===== src/rtl/trb_pkg.sv =====
package trb_pkg;
  localparam int REG_AW = 7;
  localparam logic [REG_AW-1:0] SEL_ID     = 7'd0;
  localparam logic [REG_AW-1:0] SEL_DEPTH  = 7'd1;
  localparam logic [REG_AW-1:0] SEL_WIDTH  = 7'd2;
  localparam logic [REG_AW-1:0] SEL_STATUS = 7'd3;
  localparam logic [REG_AW-1:0] SEL_DATA   = 7'd4;
  localparam logic [REG_AW-1:0] SEL_RDPTR  = 7'd5;
  localparam logic [REG_AW-1:0] SEL_WRPTR  = 7'd6;
  localparam logic [REG_AW-1:0] SEL_TRIG   = 7'd7;
  localparam logic [REG_AW-1:0] SEL_CTRL   = 7'd8;
  localparam logic [31:0] ID_VALUE = 32'h7C0B_0001;

  typedef struct packed {
    logic store;      // write traceWord at wrPtr, step wrPtr
    logic rdAdvance;  // step rdPtr after a data read
    logic rdLoad;     // load rdPtr from host
    logic wrLoad;     // load wrPtr from host
  } ringStrobe_t;
endpackage


===== src/rtl/trb_datapath.sv =====
module trb_datapath
  import trb_pkg::*;
#(
  parameter int DEPTH = 64,
  parameter int WIDTH = 24,
  localparam int PTR_W = $clog2(DEPTH)
) (
  input  logic             clk,
  input  logic             rstN,
  input  ringStrobe_t      strobe,
  input  logic [WIDTH-1:0] traceWord,
  input  logic [PTR_W-1:0] loadVal,
  output logic [PTR_W-1:0] wrPtr,
  output logic [PTR_W-1:0] rdPtr,
  output logic [WIDTH-1:0] rdWord,
  output logic             wrapPulse
);
  localparam logic [PTR_W-1:0] LAST = PTR_W'(DEPTH - 1);
  localparam bit POW2 = (DEPTH == (1 << PTR_W));

  logic [WIDTH-1:0] ram [DEPTH];
  logic [PTR_W-1:0] wrNext, rdNext;

  generate
    if (POW2) begin : g_natWrap
      assign wrNext = wrPtr + 1'b1;
      assign rdNext = rdPtr + 1'b1;
    end else begin : g_cmpWrap
      assign wrNext = (wrPtr == LAST) ? '0 : wrPtr + 1'b1;
      assign rdNext = (rdPtr == LAST) ? '0 : rdPtr + 1'b1;
    end
  endgenerate

  assign wrapPulse = strobe.store && (wrPtr == LAST);
  assign rdWord    = ram[rdPtr];

  always_ff @(posedge clk) begin
    if (strobe.store) ram[wrPtr] <= traceWord;
  end

  always_ff @(posedge clk) begin
    if (!rstN) begin
      wrPtr <= '0;
      rdPtr <= '0;
    end else begin
      if (strobe.wrLoad)     wrPtr <= loadVal;
      else if (strobe.store) wrPtr <= wrNext;
      if (strobe.rdLoad)         rdPtr <= loadVal;
      else if (strobe.rdAdvance) rdPtr <= rdNext;
    end
  end
endmodule


===== src/rtl/trb_control.sv =====
module trb_control
  import trb_pkg::*;
#(
  parameter int DEPTH = 64,
  parameter int WIDTH = 24,
  localparam int PTR_W = $clog2(DEPTH)
) (
  input  logic              clk,
  input  logic              rstN,
  input  logic              traceValid,
  input  logic              trigIn,
  input  logic [REG_AW-1:0] regSel,
  input  logic              regWrEn,
  input  logic              regRdEn,
  input  logic [31:0]       regWrData,
  input  logic [PTR_W-1:0]  wrPtr,
  input  logic [PTR_W-1:0]  rdPtr,
  input  logic [WIDTH-1:0]  rdWord,
  input  logic              wrapPulse,
  output ringStrobe_t       strobe,
  output logic [31:0]       regRdData,
  output logic [3:0]        statusWord
);
  logic capEn, demuxMode, wrapped, triggered, complete;
  logic [31:0] trigCount, remaining;
  logic active, stopNow, ctrlWr;
  logic [31:0] rdMux;

  assign active  = capEn && !complete;
  assign stopNow = triggered && (remaining == '0);
  assign ctrlWr  = regWrEn && (regSel == SEL_CTRL);

  always_comb begin
    strobe.store     = active && !stopNow && traceValid;
    strobe.rdAdvance = regRdEn && (regSel == SEL_DATA);
    strobe.rdLoad    = regWrEn && (regSel == SEL_RDPTR);
    strobe.wrLoad    = regWrEn && (regSel == SEL_WRPTR);
  end

  assign statusWord = {!active, complete, triggered, wrapped};

  always_ff @(posedge clk) begin
    if (!rstN) begin
      capEn     <= 1'b0;
      demuxMode <= 1'b0;
      wrapped   <= 1'b0;
      triggered <= 1'b0;
      complete  <= 1'b0;
      remaining <= '0;
    end else if (ctrlWr) begin
      capEn     <= regWrData[0];
      demuxMode <= regWrData[1];
      if (regWrData[0]) begin
        wrapped   <= 1'b0;
        triggered <= 1'b0;
        complete  <= 1'b0;
        remaining <= '0;
      end
    end else begin
      if (wrapPulse) wrapped <= 1'b1;
      if (active && trigIn && !triggered) begin
        triggered <= 1'b1;
        remaining <= trigCount;
      end else if (strobe.store && triggered && remaining != '0) begin
        remaining <= remaining - 1'b1;
      end
      if (active && stopNow) complete <= 1'b1;
    end
  end

  always_ff @(posedge clk) begin
    if (!rstN) trigCount <= '0;
    else if (regWrEn && regSel == SEL_TRIG) trigCount <= regWrData;
  end

  always_comb begin
    unique case (regSel)
      SEL_ID:     rdMux = ID_VALUE;
      SEL_DEPTH:  rdMux = 32'(DEPTH);
      SEL_WIDTH:  rdMux = 32'(WIDTH);
      SEL_STATUS: rdMux = {28'b0, statusWord};
      SEL_DATA:   rdMux = 32'(rdWord);
      SEL_RDPTR:  rdMux = 32'(rdPtr);
      SEL_WRPTR:  rdMux = 32'(wrPtr);
      SEL_TRIG:   rdMux = trigCount;
      SEL_CTRL:   rdMux = {30'b0, demuxMode, capEn};
      default:    rdMux = '0;
    endcase
  end

  always_ff @(posedge clk) begin
    if (!rstN) regRdData <= '0;
    else if (regRdEn) regRdData <= rdMux;
  end
endmodule


===== src/rtl/trace_ring_buffer.sv =====
module trace_ring_buffer
  import trb_pkg::*;
#(
  parameter int DEPTH = 64,
  parameter int WIDTH = 24,
  localparam int PTR_W = $clog2(DEPTH)
) (
  input  logic             clk,
  input  logic             rstN,
  input  logic             traceValid,
  input  logic [WIDTH-1:0] traceWord,
  input  logic             trigIn,
  input  logic [6:0]       regSel,
  input  logic             regWrEn,
  input  logic             regRdEn,
  input  logic [31:0]      regWrData,
  output logic [31:0]      regRdData,
  output logic [3:0]       statusWord
);
  ringStrobe_t      strobe;
  logic [PTR_W-1:0] wrPtr, rdPtr;
  logic [WIDTH-1:0] rdWord;
  logic             wrapPulse;
  logic             storeStb, wrLoadStb;

  assign storeStb  = strobe.store;
  assign wrLoadStb = strobe.wrLoad;

  trb_control #(.DEPTH(DEPTH), .WIDTH(WIDTH)) u_ctrl (
    .clk(clk), .rstN(rstN), .traceValid(traceValid), .trigIn(trigIn),
    .regSel(regSel), .regWrEn(regWrEn), .regRdEn(regRdEn), .regWrData(regWrData),
    .wrPtr(wrPtr), .rdPtr(rdPtr), .rdWord(rdWord), .wrapPulse(wrapPulse),
    .strobe(strobe), .regRdData(regRdData), .statusWord(statusWord)
  );

  trb_datapath #(.DEPTH(DEPTH), .WIDTH(WIDTH)) u_dp (
    .clk(clk), .rstN(rstN), .strobe(strobe), .traceWord(traceWord),
    .loadVal(regWrData[PTR_W-1:0]), .wrPtr(wrPtr), .rdPtr(rdPtr),
    .rdWord(rdWord), .wrapPulse(wrapPulse)
  );
endmodule


===== config.mk =====
export PLATFORM = sky130hd
export DESIGN_NAME = trace_ring_buffer
export DESIGN_NICKNAME = d
export VERILOG_FILES = /design/src/rtl/trb_pkg.sv /design/src/rtl/trb_datapath.sv /design/src/rtl/trb_control.sv /design/src/rtl/trace_ring_buffer.sv
export SDC_FILE = /design/constraint.sdc
export NUM_CORES = 2
export LEC_CHECK = 0
export BUFFER_PORTS_ARGS = -buffer_cell sky130_fd_sc_hd__buf_2
export CELL_PAD_IN_SITES_DETAIL_PLACEMENT = 2
export CELL_PAD_IN_SITES_GLOBAL_PLACEMENT = 2
export CORE_MARGIN = 2
export CORE_UTILIZATION = 47
export CTS_BUF_LIST = sky130_fd_sc_hd__clkbuf_2 sky130_fd_sc_hd__clkbuf_4 sky130_fd_sc_hd__clkbuf_8
export DETAILED_ROUTE_END_ITERATION = 8
export PLACE_DENSITY = 0.8
export SLEW_MARGIN = 30
export SYNTH_ARGS = -nofsm -noshare
export SYNTH_HDL_FRONTEND = slang
export SYNTH_SLANG_ARGS = --single-unit

===== constraint.sdc =====
create_clock -name clk -period 2.95 [get_ports clk]
set_clock_uncertainty 0.05 [all_clocks]
set_input_delay 0.4425 -clock clk [delete_from_list [all_inputs] [get_ports clk]]
set_output_delay 0.4425 -clock clk [all_outputs]
set_load 0.02 [all_outputs]

==> flow_summary.toml <==
[detailed_routing]
drt_iter0_drc = 5721
wl_per_cell_um = 46.8
vias = 40200
drt_first_pass_iters = 5
drc_errors = 0
viasPerCell = 7.01
route.antenna.remaining_nets = 0
drt-total-wl_um = 268000

[yosys]
yosys_register_bits = 1655
synth-edff-count = 1536
synth_area_per_cell_um2 = 20.0
syn_inst = 3217
synth_top_area_share_pct = 71.7
synth.cell_area_mm2 = 0.0644
ys.flop_type = "edfxtp_1"
synthArstFlopShare_pct = 0
synth_cell_types = 74
syn_nets = 3289
ys_warn_count = 0
synth.top_cells.by_area = "edfxtp_1 72%, mux4_2 14%, dfxtp_1 3.7%"
yosysSeqAreaShare_pct = 75.4
synth_top_area_cell = "edfxtp_1"

[floorplanning]
fp.dieH_um = 374
io_pins = 105
rows = 135
start_util_pct = 47.5
die_area_mm2 = 0.140
die_width_um = 374
core_area_mm2 = 0.136

[hold_path]
hold_end = "u_dp.ram[44][14]"
min_from = "traceWord[14]"
holdPathStages = 1
hp-class = "input pin to flop"

[final_layout]
final_core_util_pct = 56.3
drive_gt1_share_pct = 34.5
final_area_mm2 = 0.0763
fin_cells = 5732
final_common_cell = "edfxtp_1"
final_cell_mix = "1536 x edfxtp_1, 409 x mux4_2, 301 x clkbuf_8"
fin_nets = 3833
synthToLayoutAreaGrowth_pct = 18.6

[sta]
setup_ws_ps = -85.9
tightest_slew_ps = 1040
hold_viol = 0
period_needed_ps = 3040
slew_violations = 0
setup_viol = 8
finalCritPeriodShare_pct = 103
max_freq_mhz = 329
slew_headroom_pct = 30.5
timing.hold.ws_ps = 35.8
rsz0062_at_grt = "yes"

[outcome]
status = "finished, violations left"
violations = "negative setup slack"

[critical_path]
r2r_setup_slack_ps = -90
critPathBufInv = 3
arrival_ps = 3800
endpoint_kind = "flop"
r2r_cells = 8
critPathSlowestCell = "mux4_2"
crit_type = "flop to flop"
crit_chain = "buf_12 -> buf_4 -> buf_16 -> mux4_2 -> mux2i_2 -> a32oi_1 -> nand4_1 -> o211ai_1"
cp_slowest_stage_delay_ps = 610
crit_family = "multiplexers"
cp.required_ps = 3710
critPathLaunchType = "flop"
critPathMaxFanout = 19
reg2reg_to = "u_ctrl.regRdData[5]"

[clock_network]
ctsLongestPathBuffers = 4
insertion_delay_ps = 1060
cts_tree = "yes"
clkTransAtPathRegs_ps = 70
cts_buffers = 292
root_buffer = "clkbuf_8"
cts_num_sinks = 1655
htreeDepth = 5

[grt]
grt_pass1_wl_um = 366000
grt_overflow = 0
grt_max_degree = 67
grt_pass1_vias = 41500
antenna_found_initial = 18
grtUsageTotal_pct = 38.3

[power]
seqPwrFrac_pct = 53.3
pwr-share-comb_pct = 2.0
p_sw_share_pct = 23.7
p_int_mw = 36.7
p_leak_nw = 24.1
max-vdd-ir-drop_uv = 737
p_total_mw = 48.1
p_sw_mw = 11.4
p_clk_share_pct = 44.8
power_density_mw_per_mm2 = 630

[placement]
gp_congestion = 0.855
place_area_mm2 = 0.0698
placed_cells = 5170
hpwl_um = 155000
port_buffers = 104

[run]
cap_violations = 0
[timing repair]
| item | CTS | global route |
|---|---|---|
| endpoints found under the setup margin | 1534 | 541 |
| cloned | 3 | 3 |
| resized for setup | 44 | 45 |
| setup buffers | 3 | 13 |
| endpoints found under the hold margin | 379 | 38 |
| hold buffers | 54 | 2 |
| pin swaps | 4 | 6 |
[synthesized netlist by cell type (11+ instances only)]
library cell	number
a22oi_1	65
nor3_1	23
clkbuf_1	88
o21ai_0	50
or3_1	12
mux4_2	409
o2bb2ai_1	27
nor4_1	25
nor2_1	129
nor2b_1	24
edfxtp_1	1536
o21ai_1	11
a211oi_1	15
dfxtp_1	119
buf_1	38
buf_2	55
o22ai_1	42
a21oi_1	115
a221oi_1	13
nand2_1	134
inv_1	26
mux2i_1	88
nand3_1	23
[cell type report]
class | instances | area, µm²
diodes | 4 | 10.0
clock buffers | 395 | 4850
clock inverters | 85 | 448
fillers | 11200 | 59300
inverters | 29 | 109
multi-input cells | 1343 | 15400
flip-flops and latches | 1655 | 48500
well taps | 1781 | 2230
repair buffers | 440 | 4760
[layer usage]
layer | GRT usage, % | vias to the layer above | wire [µm]
met5 | 0 | - | 106
met4 | 20.5 | 18 | 17600
met3 | 7.49 | 878 | 23600
met2 | 63.7 | 3268 | 133000
met1 | 47.6 | 21500 | 94200
li1 | - | 14500 | -
[worst max path at each step]
stage	startpoint	endpoint	depth (start not counted)
3_5_place_dp	flop	u_ctrl.regRdData[12]	8
4_1_cts	flop	u_ctrl.regRdData[12]	9
2_1_floorplan	u_ctrl.remaining[0]	u_dp.ram[59][0]	8
3_3_place_gp	flop	u_ctrl.regRdData[17]	8
5_1_grt	flop	u_ctrl.regRdData[5]	6
6_report	flop	u_ctrl.regRdData[5]	8
[through the flow]
| step | setup WS, ps | TNS, ps |
|---|---|---|
| 3_5_place_dp | -560 | -243460 |
| 4_1_cts | -46.1 | -128 |
| 6_report | -85.9 | -148 |
| 2_1_floorplan | -225 | -259160 |
| 5_1_grt | -42.8 | -73.7 |
| 3_3_place_gp | -646 | -110150 |
[sequential cells by signal, indices dropped and copies added, names as in the netlist, named ones only]
name / flops
u_ctrl.capEn: 1
u_ctrl.complete: 1
u_ctrl.demuxMode: 1
u_ctrl.regRdData: 32
u_ctrl.remaining: 32
u_ctrl.trigCount: 32
u_ctrl.triggered: 1
u_ctrl.wrapped: 1
u_dp.ram: 1536
u_dp.rdPtr: 6
u_dp.wrPtr: 6
[power by group through the flow]
stage / logic [mW] / registers (mW) / clock network, mW
5_1_grt: 0.968 / 25.6 / 22.4
3_3_place_gp: 0.719 / 26.1 / 0
2_1_floorplan: 0.183 / 26.1 / 0
3_5_place_dp: 0.837 / 26.1 / 0
6_report: 0.953 / 25.6 / 21.5
4_1_cts: 0.918 / 25.6 / 21.5
[logic make-up after synthesis]
kind of cell / synth area share, %
AND/OR/NAND/NOR: 3.32
adder cells (fa/ha/maj): 0.0583
XOR/XNOR: 0.0816
AO/OA/AOI/OAI: 3.93
buffers and inverters: 1.47
multiplexers: 15.8
flip-flops: 75.4
[worst register-to-register path: stages (launching register included)]
cell and delay, ps:
dfxtp_4 520, buf_12 250, buf_4 240, buf_16 240
mux4_2 610, mux2i_2 400, a32oi_1 260, nand4_1 210
o211ai_1 130
Note: power is estimated with default switching activity, not from simulation.
